$ cat config.mk
export PLATFORM = sky130hd
export DESIGN_NAME = gain_mix_stage
export DESIGN_NICKNAME = d
export VERILOG_FILES = /design/src/rtl/gms_pkg.sv /design/src/rtl/gms_wave.sv /design/src/rtl/gms_mult.sv /design/src/rtl/gms_nco.sv /design/src/rtl/gain_mix_stage.sv
export SDC_FILE = /design/constraint.sdc
export NUM_CORES = 2
export LEC_CHECK = 0
export BUFFER_PORTS_ARGS = -buffer_cell sky130_fd_sc_hd__buf_2
export CORE_ASPECT_RATIO = 0.75
export CORE_MARGIN = 4
export CORE_UTILIZATION = 65
export CTS_BUF_LIST = sky130_fd_sc_hd__clkbuf_16
export CTS_CLUSTER_DIAMETER = 40
export CTS_CLUSTER_SIZE = 8
export DETAILED_ROUTE_END_ITERATION = 16
export MAX_ROUTING_LAYER = met4
export PLACE_DENSITY = 0.85
export SLEW_MARGIN = 10
export SYNTH_ARGS = -nofsm -noshare
export SYNTH_HDL_FRONTEND = slang
export SYNTH_SLANG_ARGS = --single-unit
export TNS_END_PERCENT = 20
$ cat constraint.sdc
create_clock -name clk -period 24.5 [get_ports clk]
set_clock_uncertainty 0.05 [all_clocks]
set_input_delay 4.9 -clock clk [delete_from_list [all_inputs] [get_ports clk]]
set_output_delay 4.9 -clock clk [all_outputs]
set_load 0.02 [all_outputs]
$ cat src/rtl/gms_pkg.sv
package gms_pkg;

    typedef enum logic [2:0] {
        RA_CTRL = 3'd0,
        RA_COEF = 3'd1,
        RA_SRC  = 3'd2,
        RA_FLO  = 3'd3,
        RA_FHI  = 3'd4,
        RA_LOOP = 3'd5,
        RA_ITAP = 3'd6,
        RA_OTAP = 3'd7
    } gms_reg_e;

    localparam int CTRL_EN_BIT    = 0;
    localparam int CTRL_OSC_BIT   = 1;
    localparam int CTRL_SRC_BIT   = 2;
    localparam int CTRL_SATCLR    = 15;
    localparam int STAT_SAT_BIT   = 8;
    localparam int STAT_IRQI_BIT  = 9;
    localparam int STAT_IRQO_BIT  = 10;
    localparam int LOOP_EN_BIT    = 4;
    localparam int LOOP_SEL_LSB   = 5;

endpackage

$ cat src/rtl/gms_wave.sv
module gms_wave #(
    parameter int AW = 6,
    parameter int VW = 16
) (
    input  logic [AW+1:0]         ang,
    output logic signed [VW-1:0]  val
);
    localparam int DEPTH = 2 ** AW;
    localparam logic signed [VW-1:0] PEAK = VW'((longint'(1) <<< (VW - 1)) - 1);

    // Rational sine approximation over a half turn of 2*DEPTH steps
    function automatic logic signed [VW-1:0] qsin(input int i);
        longint x, n, num, den;
        x   = longint'(i);
        n   = longint'(2 * DEPTH);
        num = longint'(PEAK) * 16 * x * (n - x);
        den = 5 * n * n - 4 * x * (n - x);
        return VW'(num / den);
    endfunction

    logic signed [VW-1:0] tbl [DEPTH];

    for (genvar gi = 0; gi < DEPTH; gi++) begin : g_tbl
        assign tbl[gi] = qsin(gi);
    end

    logic [1:0]           quad;
    logic [AW-1:0]        idx;
    logic [AW-1:0]        mir;
    logic signed [VW-1:0] mag;

    always_comb begin
        quad = ang[AW+1:AW];
        idx  = ang[AW-1:0];
        mir  = -idx;
        if (quad[0]) begin
            mag = (idx == '0) ? PEAK : tbl[mir];
        end else begin
            mag = tbl[idx];
        end
        val = quad[1] ? -mag : mag;
    end

endmodule

$ cat src/rtl/gms_mult.sv
module gms_mult #(
    parameter int DW = 12,
    parameter int CW = 16
) (
    input  logic signed [DW-1:0] a,
    input  logic signed [CW-1:0] c,
    output logic signed [DW-1:0] y,
    output logic                 sat
);
    localparam int PW2 = DW + CW;
    localparam logic signed [PW2:0]  HALF = (PW2+1)'(longint'(1) <<< (CW - 2));
    localparam logic signed [DW+1:0] MAXV = (DW+2)'((longint'(1) <<< (DW - 1)) - 1);
    localparam logic signed [DW+1:0] MINV = (DW+2)'(-(longint'(1) <<< (DW - 1)));

    logic signed [PW2-1:0] ae, ce, p;
    logic signed [PW2:0]   pr;
    logic signed [DW+1:0]  sh;

    always_comb begin
        ae  = PW2'(a);
        ce  = PW2'(c);
        p   = ae * ce;
        pr  = (PW2+1)'(p) + HALF;
        sh  = pr[PW2:CW-1];
        sat = 1'b0;
        if (sh > MAXV) begin
            y   = MAXV[DW-1:0];
            sat = 1'b1;
        end else if (sh < MINV) begin
            y   = MINV[DW-1:0];
            sat = 1'b1;
        end else begin
            y = sh[DW-1:0];
        end
    end

endmodule

$ cat src/rtl/gms_nco.sv
module gms_nco #(
    parameter int PW = 24,
    parameter int DW = 12,
    parameter int AW = 6,
    parameter int VW = 16,
    parameter int GW = 4
) (
    input  logic                 clk,
    input  logic                 rst_n,
    input  logic                 load,
    input  logic                 step,
    input  logic [PW-1:0]        base,
    input  logic                 loop_en,
    input  logic [GW-1:0]        gain,
    input  logic                 ref_valid,
    input  logic signed [DW-1:0] ref_s,
    output logic signed [VW-1:0] sin_o
);
    localparam int ANW = AW + 2;
    localparam int MW  = DW + VW;

    typedef struct packed {
        logic [PW-1:0]        phase;
        logic signed [DW-1:0] pd;
    } nco_st_t;

    nco_st_t st_d, st_q;

    logic [ANW-1:0]        ang_s, ang_c;
    logic signed [VW-1:0]  cos_v;
    logic signed [MW-1:0]  mix;
    logic signed [PW-1:0]  corr;
    logic [PW-1:0]         fw;

    assign ang_s = st_q.phase[PW-1 -: ANW];
    assign ang_c = ang_s + ANW'(1 << AW);

    gms_wave #(.AW(AW), .VW(VW)) u_sin (.ang(ang_s), .val(sin_o));
    gms_wave #(.AW(AW), .VW(VW)) u_cos (.ang(ang_c), .val(cos_v));

    always_comb begin
        st_d = st_q;
        mix  = MW'(ref_s) * MW'(cos_v);
        corr = PW'(st_q.pd) <<< gain;
        fw   = base + (loop_en ? PW'(corr) : '0);
        if (ref_valid) begin
            st_d.pd = mix[MW-2:VW-1];
        end
        if (step) begin
            st_d.phase = st_q.phase + fw;
        end
        if (load) begin
            st_d.phase = '0;
            st_d.pd    = '0;
        end
    end

    always_ff @(posedge clk) begin
        if (!rst_n) begin
            st_q <= '0;
        end else begin
            st_q <= st_d;
        end
    end

    p_load_zero_r5: assert property (@(posedge clk) disable iff (!rst_n)
        load |=> (st_q.phase == '0));

endmodule

$ cat src/rtl/gain_mix_stage.sv
module gain_mix_stage
    import gms_pkg::*;
#(
    parameter int DW   = 12,
    parameter int CW   = 16,
    parameter int PW   = 24,
    parameter int RW   = 16,
    parameter int AW   = 6,
    parameter int GW   = 4,
    parameter int NREF = 2
) (
    input  logic                 clk,
    input  logic                 rst_n,
    input  logic                 in_valid,
    input  logic [DW-1:0]        in_data,
    input  logic                 ref_valid,
    input  logic [NREF*DW-1:0]   ref_data,
    input  logic                 reg_wr,
    input  logic                 reg_rd,
    input  logic [2:0]           reg_addr,
    input  logic [RW-1:0]        reg_wdata,
    output logic [RW-1:0]        reg_rdata,
    output logic                 out_valid,
    output logic [DW-1:0]        out_data,
    output logic                 irq_in,
    output logic                 irq_out
);
    localparam int RSW = (NREF > 1) ? $clog2(NREF) : 1;
    localparam int FHW = PW - RW;

    typedef struct packed {
        logic            en;
        logic            osc;
        logic            src;
        logic [CW-1:0]   coef;
        logic [RW-1:0]   flo;
        logic [FHW-1:0]  fhi;
        logic            loop_en;
        logic [GW-1:0]   gain;
        logic [RSW-1:0]  rsel;
        logic [DW-1:0]   in_tap;
        logic [DW-1:0]   out_d;
        logic            out_v;
        logic            irq_i;
        logic            irq_o;
        logic            sat;
        logic [RW-1:0]   rdata;
    } st_t;

    st_t st_d, st_q;

    gms_reg_e              ra;
    logic                  wr_src, load_f;
    logic signed [DW-1:0]  ref_sel;
    logic signed [CW-1:0]  osc_v;
    logic signed [CW-1:0]  coef_use;
    logic signed [DW-1:0]  prod_y;
    logic                  prod_sat;
    logic [RW-1:0]         rd_v;

    assign ra      = gms_reg_e'(reg_addr);
    assign wr_src  = reg_wr && (ra == RA_SRC);
    assign load_f  = reg_wr && (ra == RA_FHI);
    assign ref_sel = ref_data[st_q.rsel*DW +: DW];
    assign coef_use = st_q.osc ? osc_v : st_q.coef;

    gms_nco #(.PW(PW), .DW(DW), .AW(AW), .VW(CW), .GW(GW)) u_nco (
        .clk       (clk),
        .rst_n     (rst_n),
        .load      (load_f),
        .step      (in_valid),
        .base      ({st_q.fhi, st_q.flo}),
        .loop_en   (st_q.loop_en),
        .gain      (st_q.gain),
        .ref_valid (ref_valid),
        .ref_s     (ref_sel),
        .sin_o     (osc_v)
    );

    gms_mult #(.DW(DW), .CW(CW)) u_mult (
        .a   (in_data),
        .c   (coef_use),
        .y   (prod_y),
        .sat (prod_sat)
    );

    always_comb begin
        st_d       = st_q;
        st_d.out_v = 1'b0;
        rd_v       = '0;

        // register reads: data returned next cycle, tap reads clear flags
        if (reg_rd) begin
            unique case (ra)
                RA_CTRL: begin
                    rd_v[CTRL_EN_BIT]   = st_q.en;
                    rd_v[CTRL_OSC_BIT]  = st_q.osc;
                    rd_v[CTRL_SRC_BIT]  = st_q.src;
                    rd_v[STAT_SAT_BIT]  = st_q.sat;
                    rd_v[STAT_IRQI_BIT] = st_q.irq_i;
                    rd_v[STAT_IRQO_BIT] = st_q.irq_o;
                end
                RA_COEF: rd_v = RW'(st_q.coef);
                RA_SRC:  rd_v = '0;
                RA_FLO:  rd_v = st_q.flo;
                RA_FHI:  rd_v = RW'(st_q.fhi);
                RA_LOOP: begin
                    rd_v[GW-1:0]               = st_q.gain;
                    rd_v[LOOP_EN_BIT]          = st_q.loop_en;
                    rd_v[LOOP_SEL_LSB +: RSW]  = st_q.rsel;
                end
                RA_ITAP: begin
                    rd_v       = RW'($signed(st_q.in_tap));
                    st_d.irq_i = 1'b0;
                end
                RA_OTAP: begin
                    rd_v       = RW'($signed(st_q.out_d));
                    st_d.irq_o = 1'b0;
                end
                default: rd_v = '0;
            endcase
            st_d.rdata = rd_v;
        end

        // register writes
        if (reg_wr) begin
            unique case (ra)
                RA_CTRL: begin
                    st_d.en  = reg_wdata[CTRL_EN_BIT];
                    st_d.osc = reg_wdata[CTRL_OSC_BIT];
                    st_d.src = reg_wdata[CTRL_SRC_BIT];
                    if (reg_wdata[CTRL_SATCLR]) begin
                        st_d.sat = 1'b0;
                    end
                end
                RA_COEF: st_d.coef = reg_wdata[CW-1:0];
                RA_FLO:  st_d.flo  = reg_wdata;
                RA_FHI:  st_d.fhi  = reg_wdata[FHW-1:0];
                RA_LOOP: begin
                    st_d.gain    = reg_wdata[GW-1:0];
                    st_d.loop_en = reg_wdata[LOOP_EN_BIT];
                    st_d.rsel    = reg_wdata[LOOP_SEL_LSB +: RSW];
                end
                default: ;
            endcase
        end

        // input node capture
        if (in_valid) begin
            st_d.in_tap = in_data;
            st_d.irq_i  = 1'b1;
        end

        // output node selection
        if (st_q.en) begin
            if (in_valid) begin
                st_d.out_d = prod_y;
                st_d.out_v = 1'b1;
                if (prod_sat) begin
                    st_d.sat = 1'b1;
                end
            end
        end else if (!st_q.src) begin
            if (in_valid) begin
                st_d.out_d = in_data;
                st_d.out_v = 1'b1;
            end
        end else if (wr_src) begin
            st_d.out_d = reg_wdata[DW-1:0];
            st_d.out_v = 1'b1;
        end

        if (st_d.out_v) begin
            st_d.irq_o = 1'b1;
        end
    end

    always_ff @(posedge clk) begin
        if (!rst_n) begin
            st_q <= '0;
        end else begin
            st_q <= st_d;
        end
    end

    assign reg_rdata = st_q.rdata;
    assign out_valid = st_q.out_v;
    assign out_data  = st_q.out_d;
    assign irq_in    = st_q.irq_i;
    assign irq_out   = st_q.irq_o;

    p_latency_r2: assert property (@(posedge clk) disable iff (!rst_n)
        (in_valid && st_q.en) |=> out_valid);

    p_sat_extreme_r3: assert property (@(posedge clk) disable iff (!rst_n)
        (in_valid && st_q.en && prod_sat) |=>
            (out_data == {1'b0, {(DW-1){1'b1}}} || out_data == {1'b1, {(DW-1){1'b0}}}));

    p_bypass_r7: assert property (@(posedge clk) disable iff (!rst_n)
        (in_valid && !st_q.en && !st_q.src) |=> (out_valid && out_data == $past(in_data)));

    p_src_quiet_r8: assert property (@(posedge clk) disable iff (!rst_n)
        (!st_q.en && st_q.src && !wr_src) |=> !out_valid);

    p_itap_flag_r9: assert property (@(posedge clk) disable iff (!rst_n)
        in_valid |=> irq_in);

    p_out_flag_r10: assert property (@(posedge clk) disable iff (!rst_n)
        out_valid |-> irq_out);

endmodule

Word level (Yosys, flattened, before mapping)
Memories as Yosys holds them, arrays and structs flattened.
Cells that the tools add are included.
{"block": "op_classes", "shift": 2, "reduce_logical": 19, "bitwise": 5, "n_eq_ne": 9, "n_mux": 41, "order_cmp": 6, "n_addsub": 8, "n_mul": 3}
{"cell": "two-way mux 16 bit", "count": 15}
{"cell": "two-way mux 13 bit", "count": 5}
{"cell": "adder 24 bit", "count": 2}
{"cell": "negation 16 bit", "count": 2}
{"cell": "adder 28 x 16 -> 29 bit, second input constant", "count": 1}
{"cell": "greater-or-equal comparator 7 bit, second input constant", "count": 4}
{"cell": "multiplier 12 x 16 -> 28 bit", "count": 1}
{"cell": "NOT 6 -> 7 bit", "count": 4}
{"cell": "multiplier 12 x 16 -> 27 bit", "count": 1}
{"cell": "two-way mux 12 bit", "count": 2}
{"cell": "two-way mux 24 bit", "count": 1}
{"cell": "one-hot mux 3 bit (8 select lines)", "count": 1}
{"cell": "indexed part select 24 x 6 -> 12 bit", "count": 1}
{"cell": "<<< shifter 12 x 4 -> 24 bit", "count": 1}
{"cell": "one-hot mux 5 bit (4 select lines)", "count": 1}
{"cell": "one-hot mux 3 bit (6 select lines)", "count": 1}
{"cell": "one-hot mux 3 bit (5 select lines)", "count": 1}
{"cell": "> comparator 14 x 12 -> 1 bit, second input constant", "count": 1}
{"cell": "less-than comparator 14 x 12 -> 1 bit, second input constant", "count": 1}
{"cell": "AND reduction 2 bit", "count": 7}
{"cell": "== test 3 bit, second input constant", "count": 4}
{"cell": "zero test 6 bit", "count": 2}
{"cell": "two-way mux 1 bit", "count": 12}
{"cell": "negation 6 bit", "count": 2}
{"cell": "14 further kinds", "count": 20}
{"block": "totals", "n_memories": 4, "mem_bits_ro": 4096, "reg_bits": 129, "wordCells": 115, "inputBits": 61}
{"memory": "(name not given)", "words": 64, "width": 16, "read_ports": 1, "rd_ports_with_merged_regs": 0, "write_ports": 0, "line": "gms_wave.sv:37", "rtl": "mag = (idx == '0) ? PEAK : tbl[mir];"}
{"memory": "(name not given)", "words": 64, "width": 16, "read_ports": 1, "rd_ports_with_merged_regs": 0, "write_ports": 0, "line": "gms_wave.sv:39", "rtl": "mag = tbl[idx];"}
{"memory": "(name not given)", "words": 64, "width": 16, "read_ports": 1, "rd_ports_with_merged_regs": 0, "write_ports": 0, "line": "gms_wave.sv:37"}
{"memory": "(name not given)", "words": 64, "width": 16, "read_ports": 1, "rd_ports_with_merged_regs": 0, "write_ports": 0, "line": "gms_wave.sv:39"}

Longest topological paths before layout
{"block": "depth", "depth_word": 19, "mapped_depth": 45, "depth_no_buf": 39}

Cells and area by module
A second synthesis with hierarchy kept.
{"block": "unflattened", "cells_unflattened": 3685, "area_unflattened_um2": 29811.1}
{"module": "gms_nco", "area_each_um2": 9887.0, "n_inst": 1, "cells_each": 1144, "seq_area_each_um2": 720.7}
{"module": "gms_mult", "area_each_um2": 7115.6, "n_inst": 1, "cells_each": 818, "seq_area_each_um2": 0.0}
{"module": "gain_mix_stage", "area_each_um2": 4907.2, "n_inst": 1, "cells_each": 553, "seq_area_each_um2": 1861.8}
{"module": "gms_wave (u_nco.u_cos)", "area_each_um2": 4011.3, "n_inst": 1, "cells_each": 589, "seq_area_each_um2": 0.0}
{"module": "gms_wave (u_nco.u_sin)", "area_each_um2": 3890.0, "n_inst": 1, "cells_each": 581, "seq_area_each_um2": 0.0}

Worst setup path after synthesis
OpenSTA, ideal clock, no wires.
{"block": "synth_path", "kind": "input-to-reg", "startpoint": "in in_data[5]", "endpoint": "reg st_q (netlist bit out_data[0])", "path_slack_ps": 13448, "t_required_ps": 24376, "stages": 23, "setup_time_ps": 74, "arrival_ps": 10928, "cell_sequence": "clkbuf_1 > clkbuf_1 > nand2_1 > fa_1 > fa_1 > inv_1 > fa_1 > fa_1 > inv_1 > fa_1 > inv_1 > ha_1 > a21oi_1 > nor2b_1 > a311oi_1 > a21oi_1 > o311ai_0 > o21ai_0 > xnor2_1 > nor3_1 > or4_1 > clkbuf_1 > a31oi_1"}
{"block": "synth_via", "elab_chain_cells": 7, "elab_cells_between_ends": 8, "cone_classes": "1 x add/sub; 1 x mul; 2 x order compare; 4 x mux"}
{"element": "start: declaration", "line": "gain_mix_stage.sv:15", "rtl": "input logic [DW-1:0] in_data,"}
{"element": "multiplier 12 x 16 -> 28 bit *", "line": "gms_mult.sv:22", "rtl": "p = ae * ce;"}
{"element": "adder 28 x 16 -> 29 bit *", "line": "gms_mult.sv:23", "rtl": "pr = (PW2+1)'(p) + HALF;"}
{"element": "less-than comparator 14 x 12 -> 1 bit", "line": "gms_mult.sv:29", "rtl": "end else if (sh < MINV) begin"}
{"element": "two-way mux 12 bit", "line": "gms_mult.sv:29"}
{"element": "two-way mux 12 bit *", "line": "gms_mult.sv:26", "rtl": "if (sh > MAXV) begin"}
{"element": "two-way mux 13 bit *", "line": "gain_mix_stage.sv:156", "rtl": "if (in_valid) begin"}
{"element": "two-way mux 13 bit *", "line": "gain_mix_stage.sv:155", "rtl": "if (st_q.en) begin"}
{"element": "end signal: assignment", "line": "gain_mix_stage.sv:182", "rtl": "st_q <= st_d;"}
{"element": "end: declaration", "line": "gain_mix_stage.sv:50", "rtl": "st_t st_d, st_q;"}
Every way passes the cells marked *; elsewhere a longest branch is shown, timed or not. The select of a mux whose other input is x is not followed.
A chain may end at the register's enable or synchronous reset.

Final worst setup path
{"block": "layout_path", "startpoint": "reg u_nco.st_q (netlist bit u_nco.ang_s[0])", "endpoint": "reg st_q (netlist bit out_data[4])"}
{"block": "layout_via", "elab_chain_cells": 17, "elab_cells_between_ends": 23, "cone_classes": "3 x add/sub; 1 x mul; 2 x order compare; 12 x mux; 2 x bitwise; 1 x reduce/logical; 2 x memory"}
{"element": "start: declaration", "line": "gms_nco.sv:27", "rtl": "nco_st_t st_d, st_q;"}
{"element": "start signal: assignment", "line": "gms_nco.sv:62", "rtl": "st_q <= st_d;"}
{"element": "negation 6 bit", "line": "gms_wave.sv:35", "rtl": "mir = -idx;"}
{"element": "NOT 6 -> 7 bit (not written as such)", "line": "gms_wave.sv:37"}
{"element": "memory read (64 x 16 bit)"}
{"element": "two-way mux 16 bit (not written as such) (2 in a row)", "line": "gms_wave.sv:37"}
{"element": "two-way mux 16 bit", "line": "gms_wave.sv:37"}
{"element": "two-way mux 16 bit *", "line": "gms_wave.sv:36", "rtl": "if (quad[0]) begin"}
{"element": "negation 16 bit", "line": "gms_wave.sv:41", "rtl": "val = quad[1] ? -mag : mag;"}
{"element": "two-way mux 16 bit *", "line": "gms_wave.sv:41"}
{"element": "two-way mux 16 bit *", "line": "gain_mix_stage.sv:65", "rtl": "assign coef_use = st_q.osc ? osc_v : st_q.coef;"}
{"element": "multiplier 12 x 16 -> 28 bit *", "line": "gms_mult.sv:22"}
{"element": "adder 28 x 16 -> 29 bit *", "line": "gms_mult.sv:23"}
{"element": "less-than comparator 14 x 12 -> 1 bit", "line": "gms_mult.sv:29"}
{"element": "two-way mux 12 bit", "line": "gms_mult.sv:29"}
{"element": "two-way mux 12 bit *", "line": "gms_mult.sv:26"}
{"element": "two-way mux 13 bit *", "line": "gain_mix_stage.sv:156"}
{"element": "two-way mux 13 bit *", "line": "gain_mix_stage.sv:155"}
Marked as above.

==> metrics.txt <==
status finished clean; max-cap viol count 0; YS warnings 0; DP Wirelength 58.84 mm; initial antenna violation count 1; EDFF count, synth 0; clock share of power 8.4%; CTS resizes 0; Synth Area per Inst approximately 8.3 um^2; hold buffers post-CTS 0; overall routing resource usage 36.80%; vias per cell 6.375; CP Launch Type flop; fraction of registers with async set/reset 0%; distinct cell type count after synthesis 106; # rows 63; Ports 92; fin. max-slew vios 0; Max Fclk 0.07293 GHz; Pint 1.524 mW; sw power 1.567 mW; critical path class flop to flop; clock-pin slew on the worst setup and hold paths 0.05 ns; Yosys top cell by area fa_1; Arr. time, crit path 14.01 ns; Synth area leaders fa_1 (29%), dfxtp_1 (9.9%), ha_1 (8.0%); DR DRC count 0; CP required approximately 25 ns; CTS sink count 129; Root Buffer Master clkbuf_16; Final min period 13.71 ns; Core ar. 39490 um^2; Max clock buf depth 2; gpl congestion around 1.1; Die X between 200 and 250 um; Sw Share 50.69%; Final Util roughly 68%; H-tree Lvls 4; Seq/Total Area, Yosys slightly below 10%; Initial Util 65.74%; Fillers 3199; Peak supply drop 0.2565 mV; Critical Path End Type flop; Final period util 55.97%; register share of total power ~8.0%; antenna cells 0; largest net degree at the start of global routing 95; CTS tree built; synthesized area approximately 26000 um^2; WHS Path Cells 2; peak per-stage delay on the critical path 0.89 ns; final setup fails 0; Fin Setup TNS 0 ns; post-CTS setup buffer count 0; R2R cell count 35; Power Dens Cells 115.2 nW/um^2; Nets 3636; Final Routed Wirelength 76.90 mm; Initial DRT Pass Iterations 8; worst-skew pair later-pin latency around 0.43 ns; Routed WL per cell approximately 22 um; dominant cell by count in the synthesized netlist inv_1; CTS Buf Count 17; hold crit path type flop to flop; Syn Nets approximately 3700; Crit Path Max Fanout 38; DR vias about 23000; full die area around 43000 um^2; Hold Vio Cnt, Final 0; vias in the first global route 23030; CP max stage cell a21oi_1; Die Y roughly 180 um; GR Overflow Total 0; Yosys top cell area share 29.15%; area of the multi-input gates 20690 um^2; Synth Flop Type dfxtp_1; LEAKAGE 12.50 nW; layout cell share with drive strength beyond 1 7.162%; worst-margin pin slew about 1.3 ns; area grow syn2layout 3.325%; first-pass GRT wire length 124.7 mm; register bit count reported by yosys between 100 and 150; antenna-violating nets left 0; DR iter-0 viols 2519; unrepaired setup endpoints after global routing no; I/O Buffers 91; Rel. slew slack 15.02%; synth cell count leaders inv_1 (436), nand2_1 (394), fa_1 (378), nor2_1 (179), ha_1 (165); Mapped Cells 3117; combinational share of power 83.6%; register area 2585 um^2
-- worst max-delay path, delay by kind of cell (launching register included) --
family	cells	cell delay, ns
compound gates	14	5.98
buf+inv	6	1.76
xor+xnor	2	0.43
mux	1	0.37
fa+ha+maj	9	3.92
simple gates	3	0.79
flops	1	0.29
-- final cells by class --
class | count | area share (%)
clock inverter | 14 | 0.6483
timing repair buffer | 118 | 2.453
tap | 520 | 2.425
clock buffer | 17 | 1.586
sequential | 129 | 9.636
multi-input combinational | 2328 | 77.12
inverter | 438 | 6.128
-- through the flow --
step           worst slack [ns]  hold WS, ns  power, mW  cell area, um^2  instances
6_report                  10.79       0.4207      3.092            26830       3564
5_1_grt                   9.936       0.4390      3.442            26830       3564
4_1_cts                   11.23       0.4170      3.080            26820       3564
3_5_place_dp              11.27       0.4095      2.798            26220       3533
3_3_place_gp              11.79       0.4004      2.640            26220       3533
2_1_floorplan             13.45       0.3935      2.209            25960       3117
-- registers in the layout (all words and copies together), names as in the netlist --
name / flops
st_q: 62
u_nco.st_q: 28
reg_rdata: 16
out_data: 12
u_nco.ang_s: 8
irq_in: 1
irq_out: 1
out_valid: 1
-- path summary, 6_finish.rpt --
| kind | startpoint | end | slack [ns] |
|---|---|---|---|
| setup / recovery | u_nco.ang_s[0] | out_data[4] | 10.79 |
| hold / removal | st_q[74] | st_q[74] | 0.42 |
| setup reg to reg | u_nco.ang_s[0] | out_data[4] | 10.79 |
| hold reg to reg | st_q[74] | st_q[74] | 0.42 |
-- power groups by stage --
| stage | logic [mW] | registers, mW | clock network [mW] |
|---|---|---|---|
| final | 2.58 | 0.248 | 0.260 |
| after global routing | 2.92 | 0.249 | 0.270 |
| after CTS | 2.57 | 0.247 | 0.260 |
| after detailed placement | 2.55 | 0.251 | 0 |
| after floorplan | 1.97 | 0.244 | 0 |
| after global placement | 2.39 | 0.250 | 0 |
-- routing by layer --
layer | part of all wire (%) | vias up | GRT usage, %
met5 | 0 | - | -
met4 | 2.4 | 0 | 8.262
met3 | 12 | 194 | 9.171
met2 | 44 | 1393 | 53.93
met1 | 41 | 11180 | 52.13
li1 | - | 9953 | -
-- layout by cell type, fill, tap and decap left out, types with 19 or more instances in the layout --
master    count
nor3_1       23
a21oi_1     106
nor2b_1     140
nand3_1      44
and2_1       74
dfxtp_1     127
mux2_2       22
nand2b_1     67
buf_2        91
a211oi_1     25
nand2_1     394
nor2_1      179
buf_4        27
xnor2_1      58
o211ai_1     19
xor2_1       22
mux2i_1     109
fa_1        378
o21ai_0     121
inv_1       438
ha_1        165
a21boi_0     47
a31oi_1      38
-- kinds of logic after synthesis --
| logic type | Yosys count | synth area share [%] |
|---|---|---|
| buffers and inverters | 660 | 10.45 |
| muxes | 146 | 6.376 |
| AOI/OAI and AO/OA | 550 | 14.16 |
| adders and majority gates | 543 | 37.10 |
| xor gates and xnor gates | 89 | 3.301 |
| DFF | 129 | 9.947 |
| and+or+nand+nor | 1000 | 18.67 |
Power figures use the tool's default switching activity.
